### config.mk
export PLATFORM = sky130hd
export DESIGN_NAME = smb_regport
export DESIGN_NICKNAME = d
export VERILOG_FILES = /design/src/rtl/smb_pkg.sv /design/src/rtl/smb_ctrl.sv /design/src/rtl/smb_dpath.sv /design/src/rtl/smb_regport.sv
export SDC_FILE = /design/constraint.sdc
export NUM_CORES = 1
export LEC_CHECK = 0
export BUFFER_PORTS_ARGS = -buffer_cell sky130_fd_sc_hd__buf_4
export CORE_MARGIN = 2
export CORE_UTILIZATION = 40
export CTS_CLUSTER_SIZE = 25
export DETAILED_ROUTE_END_ITERATION = 16
export GPL_TIMING_DRIVEN = 0
export PLACE_DENSITY = 0.69
export SETUP_SLACK_MARGIN = 0.5
export SLEW_MARGIN = 0
export SYNTH_ARGS = -nofsm -noshare
export SYNTH_HDL_FRONTEND = slang
export SYNTH_SLANG_ARGS = --single-unit
### constraint.sdc
create_clock -name clk -period 2.1 [get_ports clk]
set_input_delay 0 -clock clk [delete_from_list [all_inputs] [get_ports clk]]
set_output_delay 0 -clock clk [all_outputs]
set_load 0.05 [all_outputs]
### src/rtl/smb_pkg.sv
package smb_pkg;
  typedef enum logic [2:0] {
    S_IDLE,
    S_ADDR,
    S_WRITE,
    S_READ,
    S_SKIP
  } busState_t;

  // strobes from control to datapath, each valid for one cycle
  typedef struct packed {
    logic shiftRx;
    logic loadTx;
    logic shiftTx;
    logic loadPtr;
    logic wrReg;
    logic ackSet;
    logic drvClr;
  } ctlStrb_t;
endpackage

### src/rtl/smb_ctrl.sv
module smb_ctrl
  import smb_pkg::*;
#(
  parameter int unsigned TMO_CYCLES = 7500000
) (
  input  logic     clk,
  input  logic     rstN,
  input  logic     sclIn,
  input  logic     sdaIn,
  input  logic     tmoEn,
  input  logic     addrHit,
  input  logic     rwBit,
  output ctlStrb_t strb
);
  localparam int unsigned CNT_W = $clog2(TMO_CYCLES + 1);
  localparam logic [CNT_W-1:0] CNT_LAST = CNT_W'(TMO_CYCLES - 1);

  logic sclQ, sdaQ;
  logic startEv, stopEv, sclRise, sclFall;
  busState_t state, stateN;
  logic [3:0] bitCnt, bitN;
  logic firstByte, firstN;
  logic [CNT_W-1:0] tmoCnt;
  logic tmoHit;

  always_ff @(posedge clk) begin
    if (!rstN) begin
      sclQ <= 1'b1;
      sdaQ <= 1'b1;
    end else begin
      sclQ <= sclIn;
      sdaQ <= sdaIn;
    end
  end

  assign startEv = sclIn & sclQ & sdaQ & ~sdaIn;
  assign stopEv  = sclIn & sclQ & ~sdaQ & sdaIn;
  assign sclRise = sclIn & ~sclQ;
  assign sclFall = ~sclIn & sclQ;

  // clock-low watchdog, only meaningful inside a transaction
  assign tmoHit = tmoEn && (state != S_IDLE) && !sclIn && (tmoCnt == CNT_LAST);

  always_ff @(posedge clk) begin
    if (!rstN || sclIn || state == S_IDLE || tmoHit) tmoCnt <= '0;
    else if (tmoCnt != CNT_LAST) tmoCnt <= tmoCnt + 1'b1;
  end

  always_comb begin
    strb   = '0;
    stateN = state;
    bitN   = bitCnt;
    firstN = firstByte;
    if (tmoHit) begin
      stateN = S_IDLE;
      strb.drvClr = 1'b1;
    end else if (startEv) begin
      stateN = S_ADDR;
      bitN   = 4'd0;
      strb.drvClr = 1'b1;
    end else if (stopEv) begin
      stateN = S_IDLE;
      strb.drvClr = 1'b1;
    end else if (state != S_IDLE && state != S_SKIP) begin
      if (sclRise) begin
        if (bitCnt != 4'd8) begin
          strb.shiftRx = 1'b1;
          bitN = bitCnt + 4'd1;
        end else begin
          bitN = 4'd0;
          case (state)
            S_ADDR: begin
              stateN = rwBit ? S_READ : S_WRITE;
              firstN = 1'b1;
            end
            S_READ:  if (sdaIn) stateN = S_SKIP;
            default: ;
          endcase
        end
      end else if (sclFall) begin
        if (bitCnt == 4'd8) begin
          case (state)
            S_ADDR: begin
              if (addrHit) strb.ackSet = 1'b1;
              else stateN = S_SKIP;
            end
            S_WRITE: begin
              strb.ackSet = 1'b1;
              if (firstByte) strb.loadPtr = 1'b1;
              else strb.wrReg = 1'b1;
              firstN = 1'b0;
            end
            default: strb.drvClr = 1'b1;  // hand the 9th clock to the host
          endcase
        end else if (bitCnt == 4'd0) begin
          strb.drvClr = 1'b1;
          if (state == S_READ) strb.loadTx = 1'b1;
        end else if (state == S_READ) begin
          strb.shiftTx = 1'b1;
        end
      end
    end
  end

  always_ff @(posedge clk) begin
    if (!rstN) begin
      state     <= S_IDLE;
      bitCnt    <= 4'd0;
      firstByte <= 1'b0;
    end else begin
      state     <= stateN;
      bitCnt    <= bitN;
      firstByte <= firstN;
    end
  end

  p_stop_idle_r1: assert property (@(posedge clk) disable iff (!rstN)
    stopEv |=> state == S_IDLE);

  p_start_addr_r7: assert property (@(posedge clk) disable iff (!rstN)
    (startEv && !tmoHit) |=> (state == S_ADDR && bitCnt == 4'd0));

  p_nack_skip_r6: assert property (@(posedge clk) disable iff (!rstN)
    (state == S_READ && sclRise && bitCnt == 4'd8 && sdaIn && !tmoHit)
      |=> state == S_SKIP);

  p_tmo_idle_r8: assert property (@(posedge clk) disable iff (!rstN)
    tmoHit |=> state == S_IDLE);
endmodule

### src/rtl/smb_dpath.sv
module smb_dpath
  import smb_pkg::*;
#(
  parameter logic [6:0] ADDR_BASE = 7'h50,
  parameter int unsigned LOC_W = 3,
  parameter int unsigned PTR_W = 8
) (
  input  logic             clk,
  input  logic             rstN,
  input  logic             sdaIn,
  input  logic [LOC_W-1:0] locCode,
  input  ctlStrb_t         strb,
  output logic             addrHit,
  output logic             rwBit,
  output logic [PTR_W-1:0] regAddr,
  output logic [7:0]       regWdata,
  output logic             regWe,
  input  logic [7:0]       regRdata,
  output logic             sdaOe
);
  localparam int unsigned BYTE_W = 8;

  logic [6:0] ownAddr;
  logic [BYTE_W-1:0] rxShift, txShift;
  logic [PTR_W-1:0] pointer;
  logic ackDrv, txActive;

  // the address is fixed from the code seen during reset
  always_ff @(posedge clk) begin
    if (!rstN) ownAddr <= ADDR_BASE + 7'(locCode);
  end

  always_ff @(posedge clk) begin
    if (!rstN) rxShift <= '0;
    else if (strb.shiftRx) rxShift <= {rxShift[BYTE_W-2:0], sdaIn};
  end

  assign addrHit = (rxShift[BYTE_W-1:1] == ownAddr);
  assign rwBit   = rxShift[0];

  always_ff @(posedge clk) begin
    if (!rstN) begin
      pointer  <= '0;
      regWe    <= 1'b0;
      regWdata <= '0;
    end else begin
      regWe <= strb.wrReg;
      if (strb.loadPtr) pointer <= rxShift[PTR_W-1:0];
      if (strb.wrReg) regWdata <= rxShift;
    end
  end

  assign regAddr = pointer;

  always_ff @(posedge clk) begin
    if (!rstN) begin
      ackDrv   <= 1'b0;
      txActive <= 1'b0;
      txShift  <= '0;
    end else begin
      if (strb.drvClr) begin
        ackDrv   <= 1'b0;
        txActive <= 1'b0;
      end
      if (strb.ackSet) ackDrv <= 1'b1;
      if (strb.loadTx) begin
        txShift  <= regRdata;
        txActive <= 1'b1;
      end else if (strb.shiftTx) begin
        txShift <= {txShift[BYTE_W-2:0], 1'b0};
      end
    end
  end

  assign sdaOe = ackDrv | (txActive & ~txShift[BYTE_W-1]);

  p_we_pulse_r4: assert property (@(posedge clk) disable iff (!rstN)
    regWe |=> !regWe);

  p_ack_tx_excl_r6: assert property (@(posedge clk) disable iff (!rstN)
    !(ackDrv && txActive));

  p_own_addr_fixed_r2: assert property (@(posedge clk) disable iff (!rstN)
    $stable(ownAddr));
endmodule

### src/rtl/smb_regport.sv
module smb_regport #(
  parameter logic [6:0] ADDR_BASE = 7'h50,
  parameter int unsigned LOC_W = 3,
  parameter int unsigned PTR_W = 8,
  parameter int unsigned TMO_CYCLES = 7500000
) (
  input  logic             clk,
  input  logic             rstN,
  input  logic             sclIn,
  input  logic             sdaIn,
  input  logic             tmoEn,
  input  logic [LOC_W-1:0] locCode,
  output logic             sdaOe,
  output logic [PTR_W-1:0] regAddr,
  output logic [7:0]       regWdata,
  output logic             regWe,
  input  logic [7:0]       regRdata
);
  import smb_pkg::*;

  ctlStrb_t strb;
  logic addrHit, rwBit;

  smb_ctrl #(.TMO_CYCLES(TMO_CYCLES)) u_ctrl (
    .clk(clk), .rstN(rstN), .sclIn(sclIn), .sdaIn(sdaIn), .tmoEn(tmoEn),
    .addrHit(addrHit), .rwBit(rwBit), .strb(strb)
  );

  smb_dpath #(.ADDR_BASE(ADDR_BASE), .LOC_W(LOC_W), .PTR_W(PTR_W)) u_dpath (
    .clk(clk), .rstN(rstN), .sdaIn(sdaIn), .locCode(locCode), .strb(strb),
    .addrHit(addrHit), .rwBit(rwBit), .regAddr(regAddr), .regWdata(regWdata),
    .regWe(regWe), .regRdata(regRdata), .sdaOe(sdaOe)
  );

  p_sda_steady_r9: assert property (@(posedge clk) disable iff (!rstN)
    (sclIn && $past(sclIn)) |-> $stable(sdaOe));
endmodule

## Yosys cells after proc, flatten, opt, wreduce, memory -nomap -nowiden

Cells that the tools add are included.

- Bits in registers: 75
- Input bits: 16
- Output and inout port bits: 18
- Word-level logic and storage cells: 139

- Reduce and logical (&&, ||, !) cells: 34
- Bitwise logic cells: 18
- Equality and inequality tests: 17
- Muxes and demuxes: 52
- Add/sub/neg operators: 3

Operators with widths:

| operator | number |
|---|---|
| $mux 6 | 5 |
| $mux 1 | 27 |
| $mux 3 | 8 |
| $add 23x1->23 const B | 1 |
| $eq 23x23->1 const B | 1 |
| $ne 23x23->1 const B | 1 |
| $mux 4 | 5 |
| $reduce_bool 2->1 | 10 |
| $mux 8 | 2 |
| $reduce_and 8->1 | 2 |
| $reduce_bool 4->1 | 4 |
| $not 1->1 | 9 |
| $reduce_and 9->1 | 1 |
| $and 1x1->1 | 8 |
| $add 7x3->7 const A | 1 |
| $eq 7x7->1 | 1 |
| $mux 7 | 1 |
| $eq 3x2->1 const B | 2 |
| $ne 3x3->1 const B | 2 |
| $pmux 3 s2 | 1 |
| $reduce_bool 3->1 | 2 |
| $ne 5x3->1 const B | 1 |
| $add 4x1->4 const B | 1 |
| $eq 4x4->1 const B | 1 |
| other kinds (17) | 27 |

## Longest topological paths before layout

- Word-level depth: 12
- Gate-level depth with buffers: 9
- Gate-level depth less buffers: 7

## Hierarchy

A second synthesis with hierarchy kept.

- Cells, all modules: 357
- Area total of the unflattened synthesis: 3367.0 um^2

By module, submodules not included:

| module | seq. area each (um^2) | cells each | area an instance (um^2) | times used |
|---|---|---|---|---|
| smb_ctrl | 660.6 | 225 | 1895.6 | 1 |
| smb_dpath | 790.8 | 132 | 1471.4 | 1 |

## Worst setup path after synthesis

OpenSTA, ideal clock, no wires.

- Path type: reg2reg
- From: register u_ctrl.bitCnt[0]
- To: register u_dpath.pointer[0] (netlist: u_dpath.regAddr[0])
- Cell stages (with the launch flop): 10
- Setup time: 120 ps
- Setup slack: -86 ps
- Required time: 1980 ps
- Clock period less this slack: 2186 ps
- Arrival: 2066 ps
- Cells stage by stage: dfxtp_1 -> inv_1 -> ha_1 -> nor2b_1 -> clkbuf_1 -> nand2_1 -> or4_4 -> or3b_1 -> buf_6 -> mux2i_1

- Cells in the longest elaborated chain, start to end: 8

Ends and longest elaborated chain:

| item | line | text |
|---|---|---|
| start, declared | smb_ctrl.sv:21 | `logic [3:0] bitCnt, bitN;` |
| start signal, assigned | smb_ctrl.sv:112 | `bitCnt <= bitN;` |
| $eq 4x4->1 | smb_ctrl.sv:81 | `if (bitCnt == 4'd8) begin` |
| $mux 3 | smb_ctrl.sv:81 |  |
| $mux 6 | smb_ctrl.sv:80 | `end else if (sclFall) begin` |
| $mux 6 | smb_ctrl.sv:65 | `if (sclRise) begin` |
| $mux 7 | smb_ctrl.sv:64 | `end else if (state != S_IDLE && state != S_SKIP) begin` |
| $mux 6 | smb_ctrl.sv:61 | `end else if (stopEv) begin` |
| $mux 6 | smb_ctrl.sv:57 | `end else if (startEv) begin` |
| $mux 6 | smb_ctrl.sv:54 | `if (tmoHit) begin` |
| end signal, assigned | smb_dpath.sv:48 | `if (strb.loadPtr) pointer <= rxShift[PTR_W-1:0];` |
| end, declared | smb_dpath.sv:25 | `logic [PTR_W-1:0] pointer;` |

No other way between the ends.
A chain may end at the register's enable or synchronous reset.

## Final worst setup path

- From: register u_ctrl.state[2]
- To: register u_dpath.pointer[2] (netlist: u_dpath.regAddr[2])

- Cells in the longest elaborated chain, start to end: 9
- Elaborated cells on any way between the ends: 15
- Classes of those cells: 2 x eq/ne; 8 x mux; 5 x reduce/logical

Ends and longest elaborated chain:

| item | line | text |
|---|---|---|
| start, declared | smb_ctrl.sv:20 | `busState_t state, stateN;` |
| start signal, assigned | smb_ctrl.sv:111 | `state <= stateN;` |
| $eq 3x2->1 | smb_ctrl.sv:82 | `case (state)` |
| $mux 2 | smb_ctrl.sv:82 |  |
| $mux 3 | smb_ctrl.sv:81 |  |
| $mux 6 | smb_ctrl.sv:80 |  |
| $mux 6 | smb_ctrl.sv:65 |  |
| $mux 7 | smb_ctrl.sv:64 |  |
| $mux 6 | smb_ctrl.sv:61 |  |
| $mux 6 | smb_ctrl.sv:57 |  |
| $mux 6 (*) | smb_ctrl.sv:54 |  |

Every way passes the cells marked *; elsewhere a longest branch is shown, timed or not.

==> impl_metrics.env <==
export IMPL_switching_share_pct=23.6
export IMPL_die_w_um=95.0
export IMPL_worst_path_buf_inv=1
export IMPL_setup_viol=4
export IMPL_cts_buffers=9
export IMPL_yosys_area_top_type="dfxtp_1"
export IMPL_synthCells=365
export IMPL_fin_util_pct=59.3
export IMPL_drtPass1Iterations=4
export IMPL_synthesis_nets=387
export IMPL_drive_above_1_share_pct=37.9
export IMPL_p_per_area_nw_per_um2=577
export IMPL_slew_violations=0
export IMPL_rsz0062_at_grt="yes"
export IMPL_antenna_cells=0
export IMPL_core_rowCount=33
export IMPL_synthTopCellsByArea="dfxtp_1 41%, mux2i_1 8.2%, nand2_1 6.1%"
export IMPL_skew_ns=0.0128
export IMPL_p_clk_share_pct=44.7
export IMPL_grt_pass1_wl_mm=13.3
export IMPL_cts_clk_slew_worst_paths_ns=0.08
export IMPL_power_switching_uw=658
export IMPL_total_power_uw=2790
export IMPL_place_congestion=0.856
export IMPL_fin_crit_ns=2.11
export IMPL_avgSynthCellArea_um2=9.07
export IMPL_first_global_vias=2849
export IMPL_ys_types=52
export IMPL_postPlaceCellArea_um2=3790
export IMPL_yosysSeqAreaShare_pct=43.8
export IMPL_die_h_um=95.0
export IMPL_r2r_setup_slack_ns=-0.007
export IMPL_grt_max_degree=15
export IMPL_fmax_mhz=475
export IMPL_max_vdd_ir_drop_v=0.000328
export IMPL_h_tree_depth=3
export IMPL_syn2layout_area_growth_pct=45.6
export IMPL_cts_sinks=71
export IMPL_antenna_found_initial=0
export IMPL_cts_tree="yes"
export IMPL_synth_ff_type="dfxtp_1"
export IMPL_dp_hpwl_mm=5.19
export IMPL_ys_ff_latch=71
export IMPL_p_int_uw=2130
export IMPL_leakagePower_uw=0.00190
export IMPL_combPwrFrac_pct=6.3
export IMPL_grt_use_total_pct=18.6
export IMPL_initial_core_util_pct=40.7
export IMPL_critPathArrivalTime_ns=2.34
export IMPL_vias=2933
export IMPL_post_route_drc_count=0
export IMPL_critical_path_class="reg -> reg"
export IMPL_postRouteAntennaNets=0
export IMPL_cp_slowest_cell="or4_4"
export IMPL_fill_cells=665
export IMPL_fin_crit_sh_pct=100
export IMPL_maxCapViolCount=0
export IMPL_crit_fanout=8
export IMPL_worst_slew_margin_rel_pct=63.5
export IMPL_clockBufferDepth=2
export IMPL_wl_per_cell_um=15.5
export IMPL_insertion_delay_ns=0.34
export IMPL_fin_tns_setup_ns=-0.0228
export IMPL_root_buffer="clkbuf_8"
export IMPL_drt_total_wl_mm=8.56
export IMPL_tightest_slew_ns=0.548
export IMPL_cpPeakStageDelay_ns=0.49
export IMPL_io_buffers=31
export IMPL_design_area_um2=4820
export IMPL_dieArea_um2=9020
export IMPL_cp_start_kind="flop"
export IMPL_grt_overflow=0
export IMPL_path_delay_family="simple AND/OR/NAND/NOR gates"
export IMPL_boundaryPins=34
export IMPL_setup_ws_ns=-0.00670
export IMPL_core_area_um2=8130
export IMPL_synth_top_area_share_pct=41.1
export IMPL_synth_async_sr_flop_share_pct=0
export IMPL_path_cells="nor2b_1 -> nand2_4 -> or4_4 -> or3b_4 -> buf_8 -> mux2i_1"
export IMPL_hold_path_class="in -> reg"
export IMPL_hold_violations=0
export IMPL_nets=465
export IMPL_ys_warn_count=0
export IMPL_synth_edf_count=3
export IMPL_failed_checks="negative setup slack"
export IMPL_cp_required_ns=2.33
export IMPL_status="finished with violations"
export IMPL_pre_cts_ws_ns=-0.0838
export IMPL_drt_iter0_markers=146
export IMPL_vias_per_cell=5.30
export IMPL_pwr_share_seq_pct=49.0
export IMPL_synth_area_um2=3310
export IMPL_crit_path_end_kind="flop"
## layer usage
layer | vias up | wire length [µm] | global-route usage, %
li1 | 1446 | - | -
met1 | 1396 | 3750 | 23.7
met2 | 82 | 4420 | 31.9
met3 | 9 | 311 | 3.19
met4 | 0 | 82 | 6.16
met5 | - | 0 | 0
## cell families (layout without fill, tap and decap cells)
family / Yosys count / count (layout) / share of synthesized area (%)
simple gates: 173 / 173 / 27.2
flops: 71 / 71 / 43.8
compound gates: 35 / 35 / 7.86
buf+inv: 28 / 111 / 4.04
mux: 27 / 27 / 8.16
xor+xnor: 25 / 25 / 6.61
fa+ha+maj: 6 / 6 / 2.27
## power groups by stage
stage                     clock network, µW  logic [µW]  registers (µW)
after CTS                              1260         149            1370
after global routing                   1330         190            1370
after global placement                    0         115            1400
after detailed placement                  0         116            1400
final                                  1240         176            1360
after floorplan                           0        74.6            1400
## cells in the final DEF (no fill, tap or decap), types with 7 or more instances in the layout
master and n:
buf_4 47, nand3_1 10, xor2_1 22, nor2_1 22, dfxtp_1 52, buf_6 13
nor3_1 8, clkbuf_8 9, nor2_4 18, nand2_1 51, clkbuf_1 7, dfxtp_2 13
mux2i_1 27
## final timing paths
check / start / endpoint / cells after the start
worst max-delay path: u_ctrl.state[2] / u_dpath.regAddr[2] / 6
worst min-delay path: sdaIn / u_ctrl.state[1] / 4
worst max register to register: u_ctrl.state[2] / u_dpath.regAddr[2] / 6
worst min register to register: u_dpath.ackDrv / u_dpath.ackDrv / 2
## area by class of cell
| type | count | area (µm²) | area share, % |
|---|---|---|---|
| clock inverter | 7 | 103 | 2.13 |
| buffer | 20 | 196 | 4.07 |
| sequential | 71 | 1480 | 30.7 |
| multi-input combinational | 266 | 2130 | 44.1 |
| clock buffer | 9 | 124 | 2.57 |
| timing repair buffer | 67 | 629 | 13.0 |
| tap | 105 | 131 | 2.72 |
| inverter | 8 | 35.0 | 0.726 |
## through the flow
stage               hold slack [ns]  instances
finish                       0.0337        553
global route                 0.0631        553
CTS                          0.0161        543
detailed placement            0.180        501
global placement              0.181        501
floorplan                    0.0989        365
## registers in the layout, indices dropped and copies added (netlist names), 3 cells and up
signal            count
u_dpath.txShift       8
u_ctrl.tmoCnt        23
u_ctrl.bitCnt         4
u_dpath.rxShift       8
u_dpath.ownAddr       3
u_dpath.regWdata      8
u_ctrl.state          3
u_dpath.regAddr       8
## what timing repair did
action                                  in CTS  in global routing
endpoints found under the hold margin        7                  0
gates resized for setup                     47                 73
pin swaps                                   10                 13
cloned                                       2                  0
setup buffers                               18                 10
endpoints found under the setup margin      66                 66
hold buffers                                 6                  0
## worst register-to-register path, stage by stage, from the launching register on
cell and delay (ns):
dfxtp_1 0.41, nor2b_1 0.34, nand2_4 0.08, or4_4 0.49
or3b_4 0.41, buf_8 0.16, mux2i_1 0.12
## cell usage after synthesis (all sizes together), types with 4 or more instances
cell type	n
a21oi	7
and3	6
and4	4
buf	8
clkbuf	12
dfxtp	68
ha	6
inv	8
mux2i	27
nand2	54
nand3	11
nand4	7
nor2	44
nor2b	4
nor3	11
nor4	6
o21ai	5
o221a	5
xor2	22
No activity file was read; power rests on OpenSTA's default activity.
